File: config.mk
export PLATFORM = sky130hd
export DESIGN_NAME = uart_irq_ident
export DESIGN_NICKNAME = d
export VERILOG_FILES = /design/src/rtl/uirq_pkg.sv /design/src/rtl/uirq_timeout.sv /design/src/rtl/uirq_thre.sv /design/src/rtl/uirq_prio.sv /design/src/rtl/uart_irq_ident.sv
export SDC_FILE = /design/constraint.sdc
export NUM_CORES = 1
export LEC_CHECK = 0
export BUFFER_PORTS_ARGS = -buffer_cell sky130_fd_sc_hd__buf_2
export CAP_MARGIN = 20
export CORE_MARGIN = 4
export CORE_UTILIZATION = 40
export DETAILED_ROUTE_END_ITERATION = 12
export GPL_TIMING_DRIVEN = 0
export PLACE_DENSITY = 0.71
export SYNTH_ARGS = -nofsm -noshare
export SYNTH_HDL_FRONTEND = slang
export SYNTH_SLANG_ARGS = --single-unit
File: constraint.sdc
create_clock -name clk -period 2.38 [get_ports clk]
set_clock_uncertainty 0.1 [all_clocks]
set_input_delay 0.357 -clock clk [delete_from_list [all_inputs] [get_ports clk]]
set_output_delay 0.357 -clock clk [all_outputs]
set_load 0.02 [all_outputs]
File: src/rtl/uirq_pkg.sv
package uirq_pkg;

    typedef enum logic [3:0] {
        IID_MODEM   = 4'h0,
        IID_NONE    = 4'h1,
        IID_THRE    = 4'h2,
        IID_RXDATA  = 4'h4,
        IID_LINE    = 4'h6,
        IID_TIMEOUT = 4'hC
    } iid_e;

    typedef struct packed {
        logic line;
        logic rxdata;
        logic timeout;
        logic thre;
        logic modem;
    } src_t;

    typedef struct packed {
        iid_e iid;
    } ident_state_t;

    function automatic logic [4:0] trig_level(input logic [1:0] sel);
        case (sel)
            2'd0:    return 5'd1;
            2'd1:    return 5'd4;
            2'd2:    return 5'd8;
            default: return 5'd14;
        endcase
    endfunction

endpackage

File: src/rtl/uirq_timeout.sv
module uirq_timeout #(
    parameter int CT_W    = 8,
    parameter int TO_MULT = 4,
    parameter int TO_W    = CT_W + $clog2(TO_MULT) + 1
) (
    input  logic            clk,
    input  logic            rst_n,
    input  logic            tick,
    input  logic            data_ready,
    input  logic            restart,
    input  logic [CT_W-1:0] char_time,
    output logic            timed_out,
    output logic [TO_W-1:0] count
);
    logic [TO_W-1:0] cnt_d, cnt_q;
    logic [TO_W-1:0] limit;

    assign limit = TO_W'(char_time) * TO_W'(TO_MULT);

    always_comb begin
        cnt_d = cnt_q;
        if (restart)
            cnt_d = '0;
        else if (tick && data_ready && (cnt_q != '1))
            cnt_d = cnt_q + 1'b1;
    end

    always_ff @(posedge clk) begin
        if (!rst_n) cnt_q <= '0;
        else        cnt_q <= cnt_d;
    end

    assign timed_out = (cnt_q >= limit);
    assign count     = cnt_q;
endmodule

File: src/rtl/uirq_thre.sv
module uirq_thre (
    input  logic clk,
    input  logic rst_n,
    input  logic set_evt,
    input  logic clr_evt,
    output logic pend
);
    logic pend_d, pend_q;

    always_comb begin
        pend_d = pend_q;
        if (clr_evt)      pend_d = 1'b0;
        else if (set_evt) pend_d = 1'b1;
    end

    always_ff @(posedge clk) begin
        if (!rst_n) pend_q <= 1'b1;
        else        pend_q <= pend_d;
    end

    assign pend = pend_q;
endmodule

File: src/rtl/uirq_prio.sv
module uirq_prio
    import uirq_pkg::*;
(
    input  src_t src,
    output iid_e code
);
    always_comb begin
        if (src.line)         code = IID_LINE;
        else if (src.rxdata)  code = IID_RXDATA;
        else if (src.timeout) code = IID_TIMEOUT;
        else if (src.thre)    code = IID_THRE;
        else if (src.modem)   code = IID_MODEM;
        else                  code = IID_NONE;
    end
endmodule

File: src/rtl/uart_irq_ident.sv
module uart_irq_ident
    import uirq_pkg::*;
#(
    parameter int CNT_W   = 5,
    parameter int CT_W    = 8,
    parameter int TO_MULT = 4
) (
    input  logic             clk,
    input  logic             rst_n,
    input  logic             tick,
    input  logic [3:0]       ier,
    input  logic             rx_ready,
    input  logic [3:0]       line_err,
    input  logic             thr_empty,
    input  logic [3:0]       msr_delta,
    input  logic [CNT_W-1:0] rx_count,
    input  logic [1:0]       trig_sel,
    input  logic [CT_W-1:0]  char_time,
    input  logic             rx_read,
    input  logic             rx_push,
    input  logic             thr_write,
    input  logic             thr_xfer,
    input  logic             iir_read,
    output logic [7:0]       iir_rdata,
    output logic             irq
);
    localparam int TO_W  = CT_W + $clog2(TO_MULT) + 1;
    localparam int CMP_W = (CNT_W > 5) ? CNT_W : 5;

    logic            timed_out;
    logic [TO_W-1:0] to_count;
    logic            thre_pend;
    src_t            src;
    iid_e            code;
    ident_state_t    st_d, st_q;

    uirq_timeout #(.CT_W(CT_W), .TO_MULT(TO_MULT), .TO_W(TO_W)) u_timeout (
        .clk        (clk),
        .rst_n      (rst_n),
        .tick       (tick),
        .data_ready (rx_ready),
        .restart    (rx_push | rx_read),
        .char_time  (char_time),
        .timed_out  (timed_out),
        .count      (to_count)
    );

    uirq_thre u_thre (
        .clk     (clk),
        .rst_n   (rst_n),
        .set_evt (thr_xfer),
        .clr_evt (thr_write | (iir_read & ier[1])),
        .pend    (thre_pend)
    );

    always_comb begin
        src.line    = ier[2] & (|line_err);
        src.rxdata  = ier[0] & rx_ready &
                      (CMP_W'(rx_count) >= CMP_W'(trig_level(trig_sel)));
        src.timeout = ier[0] & timed_out;
        src.thre    = ier[1] & thr_empty & thre_pend;
        src.modem   = ier[3] & (|msr_delta);
    end

    uirq_prio u_prio (
        .src  (src),
        .code (code)
    );

    always_comb begin
        st_d     = st_q;
        st_d.iid = code;
    end

    always_ff @(posedge clk) begin
        if (!rst_n) st_q <= '{iid: IID_NONE};
        else        st_q <= st_d;
    end

    assign iir_rdata = {4'b1100, st_q.iid};
    assign irq       = ~st_q.iid[0];
endmodule

* After elaboration in Yosys (flattened, before gate mapping)
Index checks and enable logic that the tools add are counted.
** Operators by class
- Muxes and demuxes :: 8
- Add/sub/neg operators :: 1
- Order comparisons :: 2
- Reduce and logical (&&, ||, !) cells :: 8
- Eq/ne operators :: 3
- Bitwise operators :: 12
** Operator list (count)
- 4-bit case mux with 3 select lines :: 1
- 11-bit by 1-bit adder with 11-bit output, second input constant :: 1
- 11-bit by 10-bit >= comparator with 1-bit output :: 1
- 11-bit inequality test, second input constant :: 1
- 1-bit AND :: 8
- 4-bit two-way mux :: 2
- 4-bit OR reduction :: 2
- 3-bit two-way mux :: 2
- 5-bit >= comparator :: 1
- 1-bit two-way mux :: 3
- 3-bit OR reduction :: 1
- 2-bit by 1-bit == test with 1-bit output, second input constant :: 1
- 2-bit == test, second input constant :: 1
- 1-bit logical AND :: 2
- 2-bit zero test :: 1
- 1-bit NOT :: 2
- 1-bit OR :: 2
- 2-bit nonzero test :: 1
- 2-bit OR reduction :: 1
** Word-level totals
- Logic and storage cells :: 38
- Output and inout bits :: 9
- Flip-flop bits (word level) :: 16
- Bits of input ports :: 37

* Longest topological paths before layout
Gate-level depths: netlist (run 1).
- Depth after elaboration :: 7
- Mapped depth :: 7
- Depth with buffers taken out :: 7

* By module
A second synthesis (run 1) with hierarchy kept.
** Second synthesis, totals
- Cell total of the unflattened synthesis :: 137
- Area total of the unflattened synthesis :: 1176.1 sq um
** By module, submodules not included
- uirq_timeout :: sequential area each 220.2 sq um, times used 1, area an instance 807.0 sq um, cells each 93
- uart_irq_ident :: sequential area each 80.1 sq um, times used 1, area an instance 299.0 sq um, cells each 36
- uirq_prio :: sequential area each 0.0 sq um, times used 1, area an instance 41.3 sq um, cells each 5
- uirq_thre :: sequential area each 20.0 sq um, times used 1, area an instance 28.8 sq um, cells each 3

* Worst setup path before layout (run 1)
OpenSTA, ideal clock, no wires.
- Kind :: reg2reg
- From :: reg u_timeout.cnt_q[9], in the netlist u_timeout.count[9]
- To :: reg st_q[2] in the netlist's numbering
- Setup time :: 0.115 ns
- Setup slack :: 0.671 ns
- Clock period less this slack :: 1.709 ns
- Buffers on the path :: 0
- Arrival time :: 1.494 ns
- Required time :: 2.165 ns
- Cell stages (with the launch flop) :: 7
- Path through :: dfxtp_1 ha_1 a211oi_1 nand2_1 a21oi_1 nand3_1 and2_1
** Between the ends
- Longest elaborated chain between the ends :: 5
** RTL lines
- from (decl) :: line uirq_timeout.sv:15 : logic [TO_W-1:0] cnt_d, cnt_q;
- from (signal assigned) :: line uirq_timeout.sv:30 : else cnt_q <= cnt_d;
- 11-bit by 10-bit >= comparator with 1-bit output :: line uirq_timeout.sv:33 : assign timed_out = (cnt_q >= limit);
- 1-bit AND :: line uart_irq_ident.sv:60 : src.timeout = ier[0] & timed_out;
- 4-bit two-way mux :: line uirq_prio.sv:10 : else if (src.timeout) code = IID_TIMEOUT;
- 3-bit two-way mux :: line uirq_prio.sv:9 : else if (src.rxdata) code = IID_RXDATA;
- 3-bit two-way mux :: line uirq_prio.sv:8 : if (src.line) code = IID_LINE;
- to (signal assigned) :: line uart_irq_ident.sv:76 : if (!rst_n) st_q <= '{iid: IID_NONE};
- to (signal assigned) :: line uart_irq_ident.sv:77 : else st_q <= st_d;
- to (decl) :: line uart_irq_ident.sv:35 : ident_state_t st_d, st_q;
Every way passes these cells.
A chain may end at the register's enable or synchronous reset.

* Worst setup path in the final report (run 1)
Same ends and word-level chain as after synthesis.

==> results_dict.tcl, run 1 <==
set metrics [dict create \
    peakVddDrop_v 0.0003143 \
    fmax_ghz 0.5291 \
    p_leak_nw 0.6947 \
    via_per_inst 5.010 \
    rsz0062_at_grt "no" \
    grt_pass1_wl_um 4057 \
    post_cts_resized 0 \
    cts_buffer_depth 2 \
    drt-pass1-iter-count 4 \
    yosys_warnings 0 \
    std_cell_rows 18 \
    port_buffers 41 \
    start_kind "register" \
    met3_usage 0.02979 \
    worstPathRequired_ns 2.47 \
    cts_tree "yes" \
    syn-instance-count 132 \
    min_to "u_thre.pend" \
    place_congestion 0.6988 \
    grt_pass1_vias 1042 \
    max_cap_viol_count 0 \
    route.detailed.drc 0 \
    die_h_um 60.76 \
    fillers 255 \
    core-area_sq_um 2567 \
    synthesis.area_sq_um 1114 \
    grt_antenna_before_repair 0 \
    layout_setup_ws_ns 0.4900 \
    rr_endpoint "st_q[2]" \
    stdcell_count 209 \
    dieArea_sq_um 3692 \
    drtAntennaViolNets 0 \
    drv_slew 0 \
    cts_setup_buffers 0 \
    reg2regPathDepth 6 \
    cts_inserted_buffers 3 \
    grt_usage 0.1418 \
    setup_viol 0 \
    clock_sinks 16 \
    die_x_um 60.76 \
    min_period_over_period 0.7941 \
    syn_avg_cell_area_sq_um 8.436 \
    routed_wl_um 2343 \
    rrSetupSlack_ns 0.49 \
    hold_path_class "in2reg" \
    hold_violations 0 \
    grt_overflow 0 \
    crit_arrival_ns 1.98 \
    synth-seq-cells 16 \
    hpwlAfterDp_um 2035 \
    initial_core_util 0.4337 \
    grtUsageMet1 0.1601 \
    endpoint_kind "register" \
    synth_top_area_share 0.2876 \
    ys_seq_area_frac 0.2876 \
    nets 231 \
    p_per_area_nw_per_um2 401.4 \
    ys_top_cells_by_area "dfxtp_1 (29%), ha_1 (16%), inv_1 (4.7%)" \
    cts-root-buf "clkbuf_4" \
    seq_area_sq_um 320.3 \
    grt_max_degree 11 \
    final_layout_size_suffix_gt1_frac 0.3128 \
    hold_depth 2 \
    ys_types 35 \
    status "complete, no violations" \
    avgRoutedWirePerCell_um 11.21 \
    insertion_delay_ns 0.29 \
    diodes 0 \
    r2r_start "u_timeout.count[9]" \
    h-tree-depth 1 \
    grtUsageMet2 0.2702 \
    ioPinCount 46 \
    hp-start "rst_n" \
    pre_cts_slack_ns 0.4932 \
    route.vias.total 1047 \
    grt.busiest_layer "met2" \
    fin_tns_setup_ns 0 \
    period_needed_ns 1.890 \
    syn_to_final_growth_pct 25.73 \
    crit_fanout 6 \
    synth_top_area_cell "dfxtp_1" \
    placed_cells 205 \
    multiInputGateArea_sq_um 714.4 \
    setup.worst_path.class "reg2reg" \
    hold_buffers 0 \
    path_clk_slew_ns 0.10 \
    drtIter0Drc 23 \
]
## area by class of cell
| cell class | count | share of cell area |
|---|---|---|
| multi-input cells | 99 | 0.5103 |
| flip-flops and latches | 16 | 0.2288 |
| repair buffers | 41 | 0.1466 |
| inverters | 14 | 0.03753 |
| well taps | 30 | 0.02681 |
| clock buffers | 4 | 0.02592 |
| plain buffers | 5 | 0.02413 |
## per-layer routing
layer,vias up,part of all wire
met5,-,0
met4,0,0.0090
met3,2,0.11
met2,36,0.47
met1,454,0.42
li1,555,-
## sequential cells by signal (all words and copies together) (netlist names)
register         flops
u_thre.pend          1
u_timeout.count     11
st_q                 4
## per-stage QoR
step / util / hold slack (ns) / power (mW) / instance area, sq um
finish: 0.5453 / 0.1791 / 0.5621 / 1400
global route: 0.5453 / 0.1799 / 0.6013 / 1400
CTS: 0.5453 / 0.1780 / 0.5699 / 1400
detailed placement: 0.5312 / 0.3866 / 0.3841 / 1364
global placement: 0.5312 / 0.3679 / 0.3800 / 1364
floorplan: - / 0.3189 / 0.3367 / 1121
## worst max-delay path: stages, from the launching register on
cell	delay, ns
dfxtp_1	0.51
ha_1	0.32
a211oi_1	0.30
nand2_1	0.12
a21oi_1	0.16
nand3_1	0.11
and2_1	0.18
## how the worst max path moves through the flow
stage                  startpoint  slack (ns)      end
4_1_cts        u_timeout.count[9]        0.48  st_q[2]
5_1_grt        u_timeout.count[9]        0.31  st_q[2]
3_5_place_dp   u_timeout.count[9]        0.49  st_q[2]
2_1_floorplan  u_timeout.count[9]        0.67  st_q[2]
3_3_place_gp          trig_sel[1]        0.55  st_q[2]
6_report       u_timeout.count[9]        0.49  st_q[2]
## report_power, final
part	total, mW	internal (mW)	switching, mW
sequential	0.275	0.273	0.00196
combinational	0.102	0.0490	0.0526
clock	0.185	0.0932	0.0923
## layout by cell type, fill, tap and decap left out, types with 3 or more instances in the layout
master / count
buf_2: 41
dfxtp_1: 16
inv_1: 14
nor2_1: 14
ha_1: 14
nand2_1: 10
nand3_1: 7
xor2_1: 6
a21oi_1: 6
nand4_1: 5
o21ai_0: 4
buf_4: 4
conb_1: 4
and2_1: 3
xnor2_1: 3
clkbuf_4: 3
## logic make-up (layout without fill, tap and decap cells)
family,count (synthesis),after routing,synth area share
other,2,4,0.006744
and+or+nand+nor,48,48,0.2405
AOI/OAI and AO/OA,23,23,0.1506
buffers and inverters,19,64,0.07753
xor gates and xnor gates,9,9,0.07079
adders and majority gates,14,14,0.1573
DFF,16,16,0.2876
muxes,1,1,0.008989
## cell usage after synthesis, drive strengths merged
| master | count |
|---|---|
| a211oi | 1 |
| a31oi | 2 |
| o41a | 1 |
| o21ai | 5 |
| xor2 | 6 |
| o311a | 1 |
| nor2b | 1 |
| buf | 4 |
| nand3 | 8 |
| xnor2 | 3 |
| and3 | 1 |
| inv | 14 |
| a311oi | 1 |
| ha | 14 |
| o22ai | 1 |
| o41ai | 3 |
| conb | 2 |
| and2 | 4 |
| nand4 | 6 |
| nand2 | 10 |
| and4b | 1 |
| and4 | 3 |
| clkbuf | 1 |
| a41oi | 1 |
| dfxtp | 16 |
| o211ai | 1 |
| a21oi | 6 |
| mux2i | 1 |
| nor2 | 14 |
Note: power is estimated with default switching activity, not from simulation.
==> run 2: changes to the inputs <==
--- a/config.mk
+++ b/config.mk
@@ -11,7 +11,7 @@
 export CORE_UTILIZATION = 40
 export DETAILED_ROUTE_END_ITERATION = 12
 export GPL_TIMING_DRIVEN = 0
-export PLACE_DENSITY = 0.71
+export PLACE_DENSITY = 0.74
 export SYNTH_ARGS = -nofsm -noshare
 export SYNTH_HDL_FRONTEND = slang
 export SYNTH_SLANG_ARGS = --single-unit
==> constraint.sdc (replaced) <==
create_clock -name clk -period 1.7 [get_ports clk]
set_clock_uncertainty 0.1 [all_clocks]
set_input_delay 0.255 -clock clk [delete_from_list [all_inputs] [get_ports clk]]
set_output_delay 0.255 -clock clk [all_outputs]
set_load 0.02 [all_outputs]
==> run 2 against run 1 <==
  * Via count is 5.3% higher
  * Clock-buffer cell count shrank 1
  * Critical path depth up 1
  * Routed wire length rose by 19%
  * Design area grew 11%
  * Core utilization grew 5.9 points
  * Critical endpoint unchanged
  * Sequential power is 38% higher
  * Hold slack worse by 0.094 ns
  * Cell count rose by 3.3%
  * Combinational power rose by 55%
  * Register-to-register slack got worse by 0.37 ns
  * Highest routed layer is now met3
==> results_dict.tcl, run 2 (synthesis results as in run 1) <==
set metrics [dict create \
    status "complete, no violations" \
    grt_pass1_wl_um 4188 \
    drv_slew 0 \
    start_kind "register" \
    diodes 0 \
    path_clk_slew_ns 0.09 \
    route.detailed.drc 0 \
    placed_cells 205 \
    placed_area_sq_um 1365 \
    min_to "u_thre.pend" \
    grt_usage 0.1469 \
    grt_overflow 0 \
    hold_depth 2 \
    fin_tns_setup_ns 0 \
    route.vias.total 1103 \
    cts_buffer_depth 2 \
    reg2regPathDepth 7 \
    core-area_sq_um 2567 \
    ioPinCount 46 \
    std_cell_rows 18 \
    period_needed_ns 1.581 \
    via_per_inst 5.106 \
    die_h_um 60.76 \
    pre_cts_slack_ns -0.05514 \
    cts-root-buf "clkbuf_4" \
    syn_to_final_growth_pct 39.33 \
    setup.worst_path.class "reg2reg" \
    most-common-layout-cells "buf_2 (41), nor2_1 (14), inv_1 (13), buf_4 (12)" \
    cts_tree "yes" \
    hold_violations 0 \
    crit_fanout 4 \
    worstPathRequired_ns 1.79 \
    place_congestion 0.7606 \
    largest_reg_flops 11 \
    cts_inserted_buffers 3 \
    grt_pass1_vias 1018 \
    final_layout_size_suffix_gt1_frac 0.4462 \
    layout_setup_ws_ns 0.1190 \
    startpoint "u_timeout.count[2]" \
    insertion_delay_ns 0.29 \
    hp-start "rst_n" \
    h-tree-depth 1 \
    fin_area_sq_um 1551 \
    stdcell_count 216 \
    rr_endpoint "st_q[2]" \
    initial_core_util 0.4337 \
    p_per_area_nw_per_um2 478.1 \
    drtIter0Drc 21 \
    rrSetupSlack_ns 0.12 \
    whs_ns 0.08513 \
    peakVddDrop_v 0.0003507 \
    r2r_start "u_timeout.count[2]" \
    routed_wl_um 2797 \
    hold_buffers 0 \
    grt_max_degree 11 \
    clock_sinks 16 \
    min_period_over_period 0.9300 \
    hpwlAfterDp_um 2066 \
    max_cap_viol_count 0 \
    drtAntennaViolNets 0 \
    crit_arrival_ns 1.67 \
    avgRoutedWirePerCell_um 12.95 \
    hold_path_class "in2reg" \
    die_x_um 60.76 \
    dieArea_sq_um 3692 \
    endpoint_kind "register" \
    fmax_ghz 0.6325 \
    port_buffers 41 \
    drt-pass1-iter-count 4 \
    final_common_cell "buf_2" \
    nets 239 \
    p_leak_nw 0.7337 \
    setup_viol 0 \
    grt_antenna_before_repair 0 \
]
==> run 2: changes by cell type in the layout (fill, tap and decap cells not counted), moves of 5 or more <==
cell	previous run	this run
ha_1	14	9
buf_4	4	12
dfxtp_1	16	8
dfxtp_2	0	5
ha_4	0	5
==> run 2: power breakdown <==
group / internal [mW] / switching, mW
combinational: 0.0756 / 0.0827
sequential: 0.377 / 0.00291
clock: 0.0823 / 0.121
total: 0.535 / 0.207
==> run 2: cell type report <==
class                           instances  area, sq um
Sequential cell                        16        337.8
Inverter                               14        52.55
Timing Repair Buffer                   49        265.3
Buffer                                  5        33.78
Tap cell                               30        37.54
Multi-Input combinational cell         99        802.0
Fill cell                             241         1016
Clock buffer                            3        22.52
==> run 2: worst max path at each step <==
| stage | end | slack, ns | depth (start not counted) |
|---|---|---|---|
| final | st_q[2] | 0.12 | 7 |
| after global routing | st_q[2] | -0.05 | 7 |
| after CTS | st_q[2] | 0.005 | 6 |
| after detailed placement | st_q[2] | -0.06 | 8 |
| after global placement | st_q[2] | -0.02 | 8 |
| after floorplan | st_q[2] | 0.08 | 6 |
==> run 2: per-layer routing <==
metal	vias up	wire length, um	GRT usage
met2	40	1464	0.2702
li1	568	-	-
met3	0	270	0.05106
met4	0	0	0.01858
met5	-	0	0
met1	495	1062	0.1673
==> run 2: stage by stage <==
stage | util | total power [mW]
2_1_floorplan | - | 0.4714
3_3_place_gp | 0.5317 | 0.5313
3_5_place_dp | 0.5317 | 0.5372
4_1_cts | 0.5429 | 0.7344
5_1_grt | 0.6043 | 0.7931
6_report | 0.6043 | 0.7418
==> run 2: timing repair <==
action | CTS | global route
resized for setup | 2 | 21
buffers inserted | 0 | 8
pin swaps | 0 | 9
setup endpoints to repair | 1 | 3
==> run 2: worst max-delay path, cell delays in order, from the launching register on <==
cell and delay (ns):
dfxtp_2 0.36, inv_2 0.05, ha_1 0.29, nand2_2 0.09, o22ai_2 0.07, o211ai_1 0.24, nand3_1 0.13, and2_1 0.16
